### config.mk
export PLATFORM = sky130hd
export DESIGN_NAME = keymatrix_scanner
export DESIGN_NICKNAME = d
export VERILOG_FILES = /design/src/rtl/keymatrix_scanner.sv
export SDC_FILE = /design/constraint.sdc
export NUM_CORES = 1
export LEC_CHECK = 0
export BUFFER_PORTS_ARGS = -buffer_cell sky130_fd_sc_hd__buf_2
export CAP_MARGIN = 20
export CORE_MARGIN = 3
export CORE_UTILIZATION = 56
export DETAILED_ROUTE_END_ITERATION = 12
export GPL_ROUTABILITY_DRIVEN = 1
export GPL_TIMING_DRIVEN = 0
export PLACE_DENSITY = 0.75
export REMOVE_ABC_BUFFERS = 1
export SYNTH_ARGS = -nofsm -noshare
export SYNTH_HDL_FRONTEND = slang
export SYNTH_SLANG_ARGS = --single-unit
export TNS_END_PERCENT = 50
### constraint.sdc
create_clock -name clk -period 3.1 [get_ports clk]
set_input_delay 0.62 -clock clk [delete_from_list [all_inputs] [get_ports clk]]
set_output_delay 0.62 -clock clk [all_outputs]
set_load 0.01 [all_outputs]
### src/rtl/keymatrix_scanner.sv
module keymatrix_scanner #(
  parameter int COL_BITS        = 4,
  parameter int ROW_BITS        = 3,
  parameter int STEP_CYCLES     = 4,
  parameter int DEBOUNCE_CYCLES = 1250000
) (
  input  logic                         clk,
  input  logic                         rst_n,
  input  logic [(1<<ROW_BITS)-1:0]     row_n,
  output logic [(1<<COL_BITS)-1:0]     col_drive_n,
  output logic [COL_BITS+ROW_BITS-1:0] key_code,
  output logic                         key_valid
);
  localparam int COLS   = 1 << COL_BITS;
  localparam int ADDR_W = COL_BITS + ROW_BITS;
  localparam int DB_W   = $clog2(DEBOUNCE_CYCLES + 1);
  localparam int ST_W   = $clog2(STEP_CYCLES + 1);

  typedef enum logic [1:0] {ST_SCAN, ST_BOUNCE, ST_HELD} state_t;

  state_t            state_q;
  logic [ADDR_W-1:0] addr_q;
  logic [DB_W-1:0]   db_q;
  logic [ST_W-1:0]   dwell_q;

  logic sense, dwell_end, db_end;

  assign sense       = ~row_n[addr_q[ADDR_W-1:COL_BITS]];
  assign col_drive_n = ~(COLS'(1) << addr_q[COL_BITS-1:0]);
  assign dwell_end   = dwell_q == ST_W'(STEP_CYCLES - 1);
  assign db_end      = db_q == DB_W'(DEBOUNCE_CYCLES - 1);

  always_ff @(posedge clk or negedge rst_n) begin
    if (!rst_n) begin
      state_q   <= ST_SCAN;
      addr_q    <= '0;
      db_q      <= '0;
      dwell_q   <= '0;
      key_code  <= '0;
      key_valid <= 1'b0;
    end else begin
      key_valid <= 1'b0;
      case (state_q)
        ST_SCAN: begin
          if (dwell_end) begin
            dwell_q <= '0;
            if (sense) begin
              state_q <= ST_BOUNCE;
              db_q    <= '0;
            end else begin
              addr_q <= addr_q + 1'b1;
            end
          end else begin
            dwell_q <= dwell_q + 1'b1;
          end
        end
        ST_BOUNCE: begin
          if (db_end) begin
            if (sense) begin
              key_code  <= addr_q;
              key_valid <= 1'b1;
              state_q   <= ST_HELD;
            end else begin
              addr_q  <= addr_q + 1'b1;
              dwell_q <= '0;
              state_q <= ST_SCAN;
            end
          end else begin
            db_q <= db_q + 1'b1;
          end
        end
        ST_HELD: begin
          if (!sense) begin
            addr_q  <= addr_q + 1'b1;
            dwell_q <= '0;
            state_q <= ST_SCAN;
          end
        end
        default: state_q <= ST_SCAN;
      endcase
    end
  end
endmodule

==> results of run 1 <==
## placed cells by master, fill, tap and decap left out, types with 2 or more instances in the layout
| cell | n |
|---|---|
| nand2b_1 | 4 |
| inv_1 | 8 |
| nand2_1 | 43 |
| o21ai_0 | 4 |
| dfrtp_1 | 41 |
| xor2_1 | 3 |
| o211ai_1 | 3 |
| o22a_1 | 12 |
| nand4b_1 | 3 |
| buf_2 | 33 |
| nor2b_1 | 2 |
| mux2i_1 | 3 |
| mux2_2 | 8 |
| ha_1 | 12 |
| bufinv_16 | 2 |
| a211o_1 | 2 |
| nand4_1 | 5 |
| a21bo_2 | 2 |
| clkbuf_8 | 5 |
| nand3_1 | 12 |
| and3_1 | 8 |
| nor4_1 | 8 |
| o2bb2ai_1 | 2 |
| nor3_1 | 13 |
| and4_1 | 4 |
| buf_6 | 2 |
| nor4b_1 | 3 |
| and2_1 | 6 |
| a22oi_1 | 2 |
| mux4_2 | 2 |
| xnor2_1 | 2 |
| nor2_1 | 10 |
| or4_1 | 2 |
| a221o_1 | 3 |
## layout make-up
cell class / instances / area (um2)
clock inverter: 3 / 65.1
clock buffer: 5 / 68.8
inverter: 8 / 30.0
fill: 344 / 1320
tap: 50 / 62.6
sequential: 41 / 1030
timing repair buffer: 35 / 188
multi-input combinational: 198 / 1390
## worst reg2reg max path: stages, from the launching register on
cell and delay [ps]:
dfrtp_1 480, mux4_2 550, mux2i_2 530, a22oi_2 210, or2_1 560, a221o_1 470
## per-stage QoR
stage          hold slack, ps  instances   util  area, um2  setup WS [ps]
6_report                  438        340  0.683       2830            198
5_1_grt                   507        340  0.683       2830           70.8
4_1_cts                   480        340  0.683       2830            177
3_5_place_dp              488        332  0.650       2700           28.7
3_3_place_gp              482        330  0.645       2670           56.8
2_1_floorplan             324        247      -       2440            553
## sequential cells by signal, indices dropped and copies added (netlist names)
| register | count |
|---|---|
| db_q | 21 |
| key_code | 7 |
| key_valid | 1 |
| dwell_q | 3 |
| state_q | 2 |
| addr_q | 7 |
## logic make-up (layout without fill, tap and decap cells)
group           after synthesis  count (layout)  share of synthesized area
buf+inv                      20              51                     0.0350
fa+ha+maj                    12              12                     0.0600
flops                        41              41                      0.410
xor+xnor                      5               5                     0.0175
mux                          15              15                     0.0775
simple gates                128             128                      0.271
compound gates               38              38                      0.129
## layer usage
| layer | track usage | wire length, um | up-vias |
|---|---|---|---|
| met5 | 0 | 0 | - |
| met4 | 0.0676 | 65 | 0 |
| met3 | 0.0537 | 299 | 5 |
| met2 | 0.320 | 2190 | 61 |
| met1 | 0.313 | 2580 | 978 |
| li1 | - | - | 1019 |
## worst paths after layout
kind,startpoint,depth (start not counted),end,slack [ps]
min in group clk,key_code[1],1,key_code[1],500
max in group asynchronous,rst_n,1,db_q[2],2100
max,addr_q[4],5,db_q[2],200
min,rst_n,1,db_q[13],440
min reg2reg,key_code[1],1,key_code[1],500
max reg2reg,addr_q[4],5,db_q[2],200
## power breakdown
| group | total, mW | leakage [nW] | switching (mW) | internal [mW] |
|---|---|---|---|---|
| registers | 0.960 | 0.532 | 0.258 | 0.703 |
| clock network | 0.506 | 0.0681 | 0.186 | 0.320 |
| logic | 1.09 | 0.671 | 0.599 | 0.488 |
==> metrics, run 1 <==
CTS tree yes; Synth Cell Area 2500 um2; RD Place Congestion 0.817; critical path fanouts, max 20; nets@finish 311; Routed WL 5140 um; status finished clean; Row Count 23; Clock Pin Slew Worst Setup and Hold Paths 80 ps; final hold violation count 0; CP Launch Type flop; Port Buffers 33; Root Driver clkbuf_8; Req. time, crit path 3270 ps; Tightest Pin Transition 886 ps; f_max 345 MHz; worst-case clock buffer depth 2; total negative setup slack 0 ps; sequential fraction of the synthesis area 0.410; total congestion overflow 0; most common cell in the netlist nand2_1; Core Region 4140 um2; Post-CTS Resized 0; RSZ-0062 raised after global routing false; GRT Total Usage 0.216; Final setup viols 0; fin crit period 2900 ps; Post-CTS Setup Bufs 0; top cells by area, synth dfrtp_1 41%, nand2_1 6.5%, ha_1 6.0%, o22a_1 4.2%, mux2_2 3.6%; IO Pins 34; Tot Pwr 2.55 mW; Worst IR Drop VDD 0.484 mV; skew final 9.09 ps; ratio of cells with drive above 1 in the final layout 0.207; number of synthesized register bits 41; CTS sink count 41; Initial Util 0.604; first-pass GRT wire length 9000 um; post-synth top area cell dfrtp_1; max-slew violations 0; Post-synth ARST share 1.00; CTS H-tree depth 2; Crit path arrival time 3080 ps; share of the synthesized area in the top cell type 0.410; initial antenna violation count 0; max-cap viol count 0; number of synthesized flops with an enable pin 0; Pleak 1.27 nW; vias in the first global route 1915; Final period util 0.936; CP top delay family multiplexers; n_diodes 0; Hold Crit Class in -> async; vias 2063; DR WL/cell 15.1 um; Die Area 5310 um2; PwrDens 903 nW/um2; Final ANT Viol Nets 0; die span in y 72.8 um; Post-Synthesis Cells 259; crit path cell chain mux4_2 -> mux2i_2 -> a22oi_2 -> or2_1 -> a221o_1; DRT iter0 DRCs 161; Clock Latency Late Sink 300 ps; die width 72.8 um; Avg Cell Area, Syn 9.66 um2; CTS Hold Bufs 0; drt first pass iters 4; Critical Path End Type flop; Netlist cell types 48; synth cell count leaders 43 x nand2_1, 41 x dfrtp_1, 13 x nor3_1; Buf/Inv on CP 0; hpwl dp 3620 um; Relative slew margins 0.409; CP Class reg -> reg; warnings from Yosys 0; Area Overhead vs Synth 13.0%; largest net degree at the start of global routing 42; CTS Buf Count 5; drt drc 0; largest stage delay on the critical path 560 ps; Crit-path slowest cell or2_1; most common flop cell mapped by yosys dfrtp_1; drt via density 6.07
Power figures use the tool's default switching activity.
==> run 2: changes to the inputs <==
--- a/config.mk
+++ b/config.mk
@@ -7,6 +7,7 @@
 export LEC_CHECK = 0
 export BUFFER_PORTS_ARGS = -buffer_cell sky130_fd_sc_hd__buf_2
 export CAP_MARGIN = 20
+export CORE_ASPECT_RATIO = 1.5
 export CORE_MARGIN = 3
 export CORE_UTILIZATION = 56
 export DETAILED_ROUTE_END_ITERATION = 12
==> run 2 against run 1 <==
  * Core utilization down 2.7 points
  * Fmax up 1.6%
  * Combinational power about the same
  * Register-to-register slack better by 50 ps
  * Sequential cell count unchanged
  * Worst setup slack better by 46 ps
  * Clock power down 11%
  * First-iteration DRC count down 55%
  * Largest cell class unchanged
  * Largest power group unchanged
  * Highest routed layer unchanged
==> metrics, run 2 (synthesis gave the netlist of run 1 again) <==
Die Area 5320 um2 (+0.32%); vias in the first global route 1934 (+0.99%); worst-case clock buffer depth 2 (unchanged); Row Count 29 (+26%); GR Util met1 0.252 (-0.0607); drt drc 0 (unchanged); max-slew violations 0 (unchanged); grt met3 use 0.0442 (-0.00947); vias 2068 (+0.24%); crit path cell chain inv_1 -> ha_1 -> inv_1 -> nor3_1 -> or2_1 -> mux2_2; CTS tree yes; Final setup viols 0 (unchanged); PwrDens 894 nW/um2 (-0.97%); total negative setup slack 0 ps (unchanged); Hold Crit Class in -> async; largest stage delay on the critical path 680 ps (+120 ps); Final Instance Area 2810 um2 (-0.75%); hold slack 443 ps (+5.94 ps); most flop-heavy register db_q; die span in y 87.9 um (+21%); max-cap viol count 0 (unchanged); Req. time, crit path 3340 ps (+70 ps); DRT iter0 DRCs 73 (-55%); DR WL/cell 16.1 um (+6.4%); CP most frequent cell inv_1; hpwl dp 3850 um (+6.3%); CP Launch Type flop; initial antenna violation count 0 (unchanged); GRT Total Usage 0.220 (+0.00341); drt first pass iters 4 (unchanged); Clock Pin Slew Worst Setup and Hold Paths 80 ps (about the same); Relative slew margins 0.401 (-0.00839); Crit-path slowest cell ha_1; IO Pins 34 (unchanged); final core occ 0.656 (-0.0269); Initial Util 0.584 (-0.0194); total congestion overflow 0 (unchanged); RD Place Congestion 0.824 (+0.87%); CTS Buf Count 5 (unchanged); area post-placement 2680 um2 (-0.46%); largest net degree at the start of global routing 42 (unchanged); n_diodes 0 (unchanged); Tightest Pin Transition 899 ps (+12.6 ps); Port Buffers 33 (unchanged); status finished clean; Crit path arrival time 3090 ps (about the same); largest registers db_q: 21 flops, addr_q: 7 flops, key_code: 7 flops; Clock Latency Late Sink 300 ps (about the same); Area Overhead vs Synth 12.2%; global routing usage on met2 0.382 (+0.0621); Pleak 1.26 nW (-0.89%); max FFs per register 21 (unchanged); f_max 350 MHz (+1.6%); drt via density 6.15 (+1.4%); CTS Hold Bufs 0 (unchanged); Top Usage Layer GRT met2; ratio of cells with drive above 1 in the final layout 0.203 (-0.00345); Routed WL 5400 um (+5.1%); Tot Pwr 2.51 mW (-1.7%); Root Driver clkbuf_8; Final period util 0.921 (-0.0148); leading cell type in the layout, fill and taps excluded nand2_1; Worst IR Drop VDD 0.510 mV (+5.3%); die width 60.6 um (-17%); CP Class reg -> reg; Critical Path End Type flop; Core Region 4280 um2 (+3.3%); most frequent cells in the layout 43 x nand2_1, 41 x dfrtp_1, 33 x buf_2, 13 x nor3_1; CTS H-tree depth 2 (unchanged); skew final 3.07 ps (-6.02 ps); first-pass GRT wire length 8800 um (-2.2%); fin crit period 2860 ps (-46.0 ps); nets@finish 311 (unchanged); RSZ-0062 raised after global routing false; Final ANT Viol Nets 0 (unchanged); CTS sink count 41 (unchanged); critical path fanouts, max 22 (+10%); final hold violation count 0 (unchanged)
run 2: path summary, 6_finish.rpt:
kind | start | to | slack [ps] | cells after the start
min | rst_n | key_code[3] | 440 | 1
max reg2reg | state_q[1] | db_q[0] | 240 | 6
max | state_q[1] | db_q[0] | 240 | 6
max in group asynchronous | rst_n | db_q[11] | 2090 | 1
min reg2reg | key_code[3] | key_code[3] | 500 | 1
min in group clk | key_code[3] | key_code[3] | 500 | 1
run 2: worst max-delay path, delay by kind of cell (launching register included):
family / cells / cell delay [ps]
multiplexers: 1 / 280
AND/OR/NAND/NOR: 2 / 990
flip-flops: 1 / 410
adder cells (fa/ha/maj): 1 / 680
buffers and inverters: 2 / 430
run 2: area by class of cell:
type	instances	area, um2
clock inverters	1	30.0
flip-flops and latches	41	1030
well taps	46	57.6
multi-input cells	198	1400
clock buffers	7	86.3
fillers	351	1470
inverters	8	30.0
repair buffers	35	180
run 2: where the power goes:
part	switching [mW]	leakage, nW	internal, mW	total (mW)
logic	0.606	0.669	0.488	1.09
clock network	0.185	0.0585	0.263	0.448
registers	0.266	0.532	0.702	0.968
run 2: per-layer routing:
layer	share of wire	wire length (um)	up-vias
met3	0.040	218	11
met1	0.41	2220	989
li1	-	-	1020
met5	0	0	-
met4	0.026	140	0
met2	0.52	2820	48
run 2: stage by stage:
step	std cells	setup slack [ps]
2_1_floorplan	247	553
3_3_place_gp	326	45.6
3_5_place_dp	328	7.23
4_1_cts	336	145
5_1_grt	336	10.2
6_report	336	244
run 2: what timing repair did:
item	4_1_cts	5_1_grt
setup buffers	0	0
resized for setup	0	1
endpoints found under the setup margin	0	2
==> run 3: changes to the inputs <==
--- a/config.mk
+++ b/config.mk
@@ -9,11 +9,12 @@
 export CAP_MARGIN = 20
 export CORE_ASPECT_RATIO = 1.5
 export CORE_MARGIN = 3
-export CORE_UTILIZATION = 56
+export CORE_UTILIZATION = 52
 export DETAILED_ROUTE_END_ITERATION = 12
 export GPL_ROUTABILITY_DRIVEN = 1
 export GPL_TIMING_DRIVEN = 0
-export PLACE_DENSITY = 0.75
+export PLACE_DENSITY = 0.85
+export RECOVER_POWER = 25
 export REMOVE_ABC_BUFFERS = 1
 export SYNTH_ARGS = -nofsm -noshare
 export SYNTH_HDL_FRONTEND = slang
==> constraint.sdc (replaced) <==
create_clock -name clk -period 2.3 [get_ports clk]
set_input_delay 0.46 -clock clk [delete_from_list [all_inputs] [get_ports clk]]
set_output_delay 0.46 -clock clk [all_outputs]
set_load 0.01 [all_outputs]
==> run 3 against run 2 <==
  * Worst setup slack worse by 180 ps
  * Register-to-register slack worse by 180 ps
  * Fmax is 27% higher
  * Critical path depth stayed put
  * First-iteration DRC count is 53% higher
  * Routed wire length is 10% higher
  * Critical path type unchanged
  * Critical endpoint is now addr_q[1]
==> metrics, run 3 (synthesis gave the netlist of run 1 again) <==
Clock Latency Late Sink 300 ps (about the same); Final ANT Viol Nets 0 (unchanged); Relative slew margins 0.312 (-0.0891); ratio of cells with drive above 1 in the final layout 0.263 (+0.0599); max FFs per register 21 (unchanged); Tightest Pin Transition 1030 ps (+134 ps); DRT iter0 DRCs 112 (+53%); hpwl dp 4050 um (+5.2%); most flop-heavy register db_q; Critical Path End Type flop; CTS tree yes; first-pass GRT wire length 9850 um (+12%); Row Count 30 (+3.4%); Final Instance Area 2970 um2 (+5.8%); vias in the first global route 2192 (+13%); CTS Buf Count 5 (unchanged); Final setup viols 0 (unchanged); status finished clean; max-cap viol count 0 (unchanged); Clock Pin Slew Worst Setup and Hold Paths 80 ps (about the same); IO Pins 34 (unchanged); Worst R2R Start db_q[1]; RD Place Congestion 0.859 (+4.2%); Final period util 0.974 (+0.0527); skew final 5.52 ps (+2.45 ps); initial antenna violation count 0 (unchanged); sequential group share of total power 0.364 (-0.022); nets@finish 322 (+3.5%); final hold violation count 0 (unchanged); most frequent cells in the layout 43 x nand2_1, 39 x dfrtp_1, 32 x buf_2, 13 x nor3_1; fill count 382 (+8.8%); total congestion overflow 0 (unchanged); n_diodes 0 (unchanged); largest net degree at the start of global routing 42 (unchanged); Core Region 4580 um2 (+7.0%); f_max 446 MHz (+27%); vias 2237 (+8.2%); CP Launch Type flop; hold slack 331 ps (-113 ps); die width 62.6 um (+3.4%); Clk pwr share 0.154 (-0.024); Die Area 5700 um2 (+7.0%); worst-case clock buffer depth 2 (unchanged); CP Class reg -> reg; P_sw 1.54 mW (+46%); Port Buffers 33 (unchanged); GRT Total Usage 0.211 (-0.00844); drt via density 6.15 (-0.15%); Crit path arrival time 2420 ps (-670 ps); Hold Crit Class in -> async; Area Overhead vs Synth 18.8%; CTS H-tree depth 2 (unchanged); Worst IR Drop VDD 0.942 mV (+85%); fin crit period 2240 ps (-616 ps); CTS Hold Bufs 0 (unchanged); Logic pwr share 0.481 (+0.045); critical path startpoint db_q[1]; CTS sink count 41 (unchanged); RSZ-0062 raised after global routing true; Pleak 1.32 nW (+4.8%); final core occ 0.649 (-0.00685); Switching Fraction 0.423 (+0.00160); drt first pass iters 4 (unchanged); PwrDens 1230 nW/um2 (+37%); leading cell type in the layout, fill and taps excluded nand2_1; die span in y 91.0 um (+3.5%); Initial Util 0.546 (-0.0380); drt drc 0 (unchanged); largest registers db_q: 21 flops, addr_q: 7 flops, key_code: 7 flops; Req. time, crit path 2480 ps (-860 ps); critical path fanouts, max 4 (-82%); area post-placement 2710 um2 (+1.1%); Int Pwr 2.11 mW (+45%); max-slew violations 0 (unchanged); Root Driver clkbuf_8; Routed WL 5950 um (+10%); DR WL/cell 16.4 um (+1.7%)
run 3: routing by layer:
metal / vias up / wire length, um / global-route usage
met4: 0 / 159 / 0.101
met1: 1105 / 2320 / 0.235
met3: 14 / 249 / 0.0260
met5: - / 0 / 0
met2: 75 / 3220 / 0.391
li1: 1043 / - / -
run 3: power by group through the flow:
stage / registers, mW / clock network (mW) / logic (mW)
3_3_place_gp: 1.29 / 0 / 1.37
2_1_floorplan: 1.21 / 0 / 1.09
4_1_cts: 1.30 / 0.575 / 1.61
5_1_grt: 1.38 / 0.601 / 1.92
3_5_place_dp: 1.31 / 0 / 1.50
6_report: 1.33 / 0.563 / 1.76
run 3: path summary, 6_finish.rpt:
check,slack [ps],endpoint,cells after the start
max in group asynchronous,1270,addr_q[4],1
hold reg to reg,500,key_code[2],1
min in group clk,500,key_code[2],1
hold / removal,330,db_q[7],1
setup / recovery,60,addr_q[1],6
setup reg to reg,60,addr_q[1],6
run 3: cell type report:
class | count | area, um2 | share of cell area
well taps | 64 | 80.1 | 0.0269
clock buffers | 5 | 68.8 | 0.0232
clock inverters | 2 | 35.0 | 0.0118
flip-flops and latches | 41 | 1030 | 0.346
inverters | 8 | 30.0 | 0.0101
multi-input cells | 198 | 1460 | 0.491
repair buffers | 46 | 270 | 0.0909
run 3: what timing repair did:
| action | 4_1_cts | 5_1_grt |
|---|---|---|
| resized for setup | 9 | 6 |
| pin swaps | 2 | 9 |
| setup buffers | 4 | 7 |
| endpoints found under the setup margin | 30 | 18 |
run 3: worst max-delay path, cell delays in order (launching register included):
cell and delay (ps):
dfrtp_1 420, ha_4 160, nand3_1 90, or3_4 370, o21a_4 250, or4_4 520
mux2_4 320
run 3: metrics by stage:
step                      setup slack [ps]  power [mW]  TNS, ps  std cells
after detailed placement              -614        2.80   -11410        346
after global routing                 -37.3        3.90     -178        364
after global placement                -567        2.66   -10390        344
after floorplan                       -133        2.30     -630        247
after CTS                            -20.6        3.49    -20.6        357
final                                 59.9        3.65        0        364
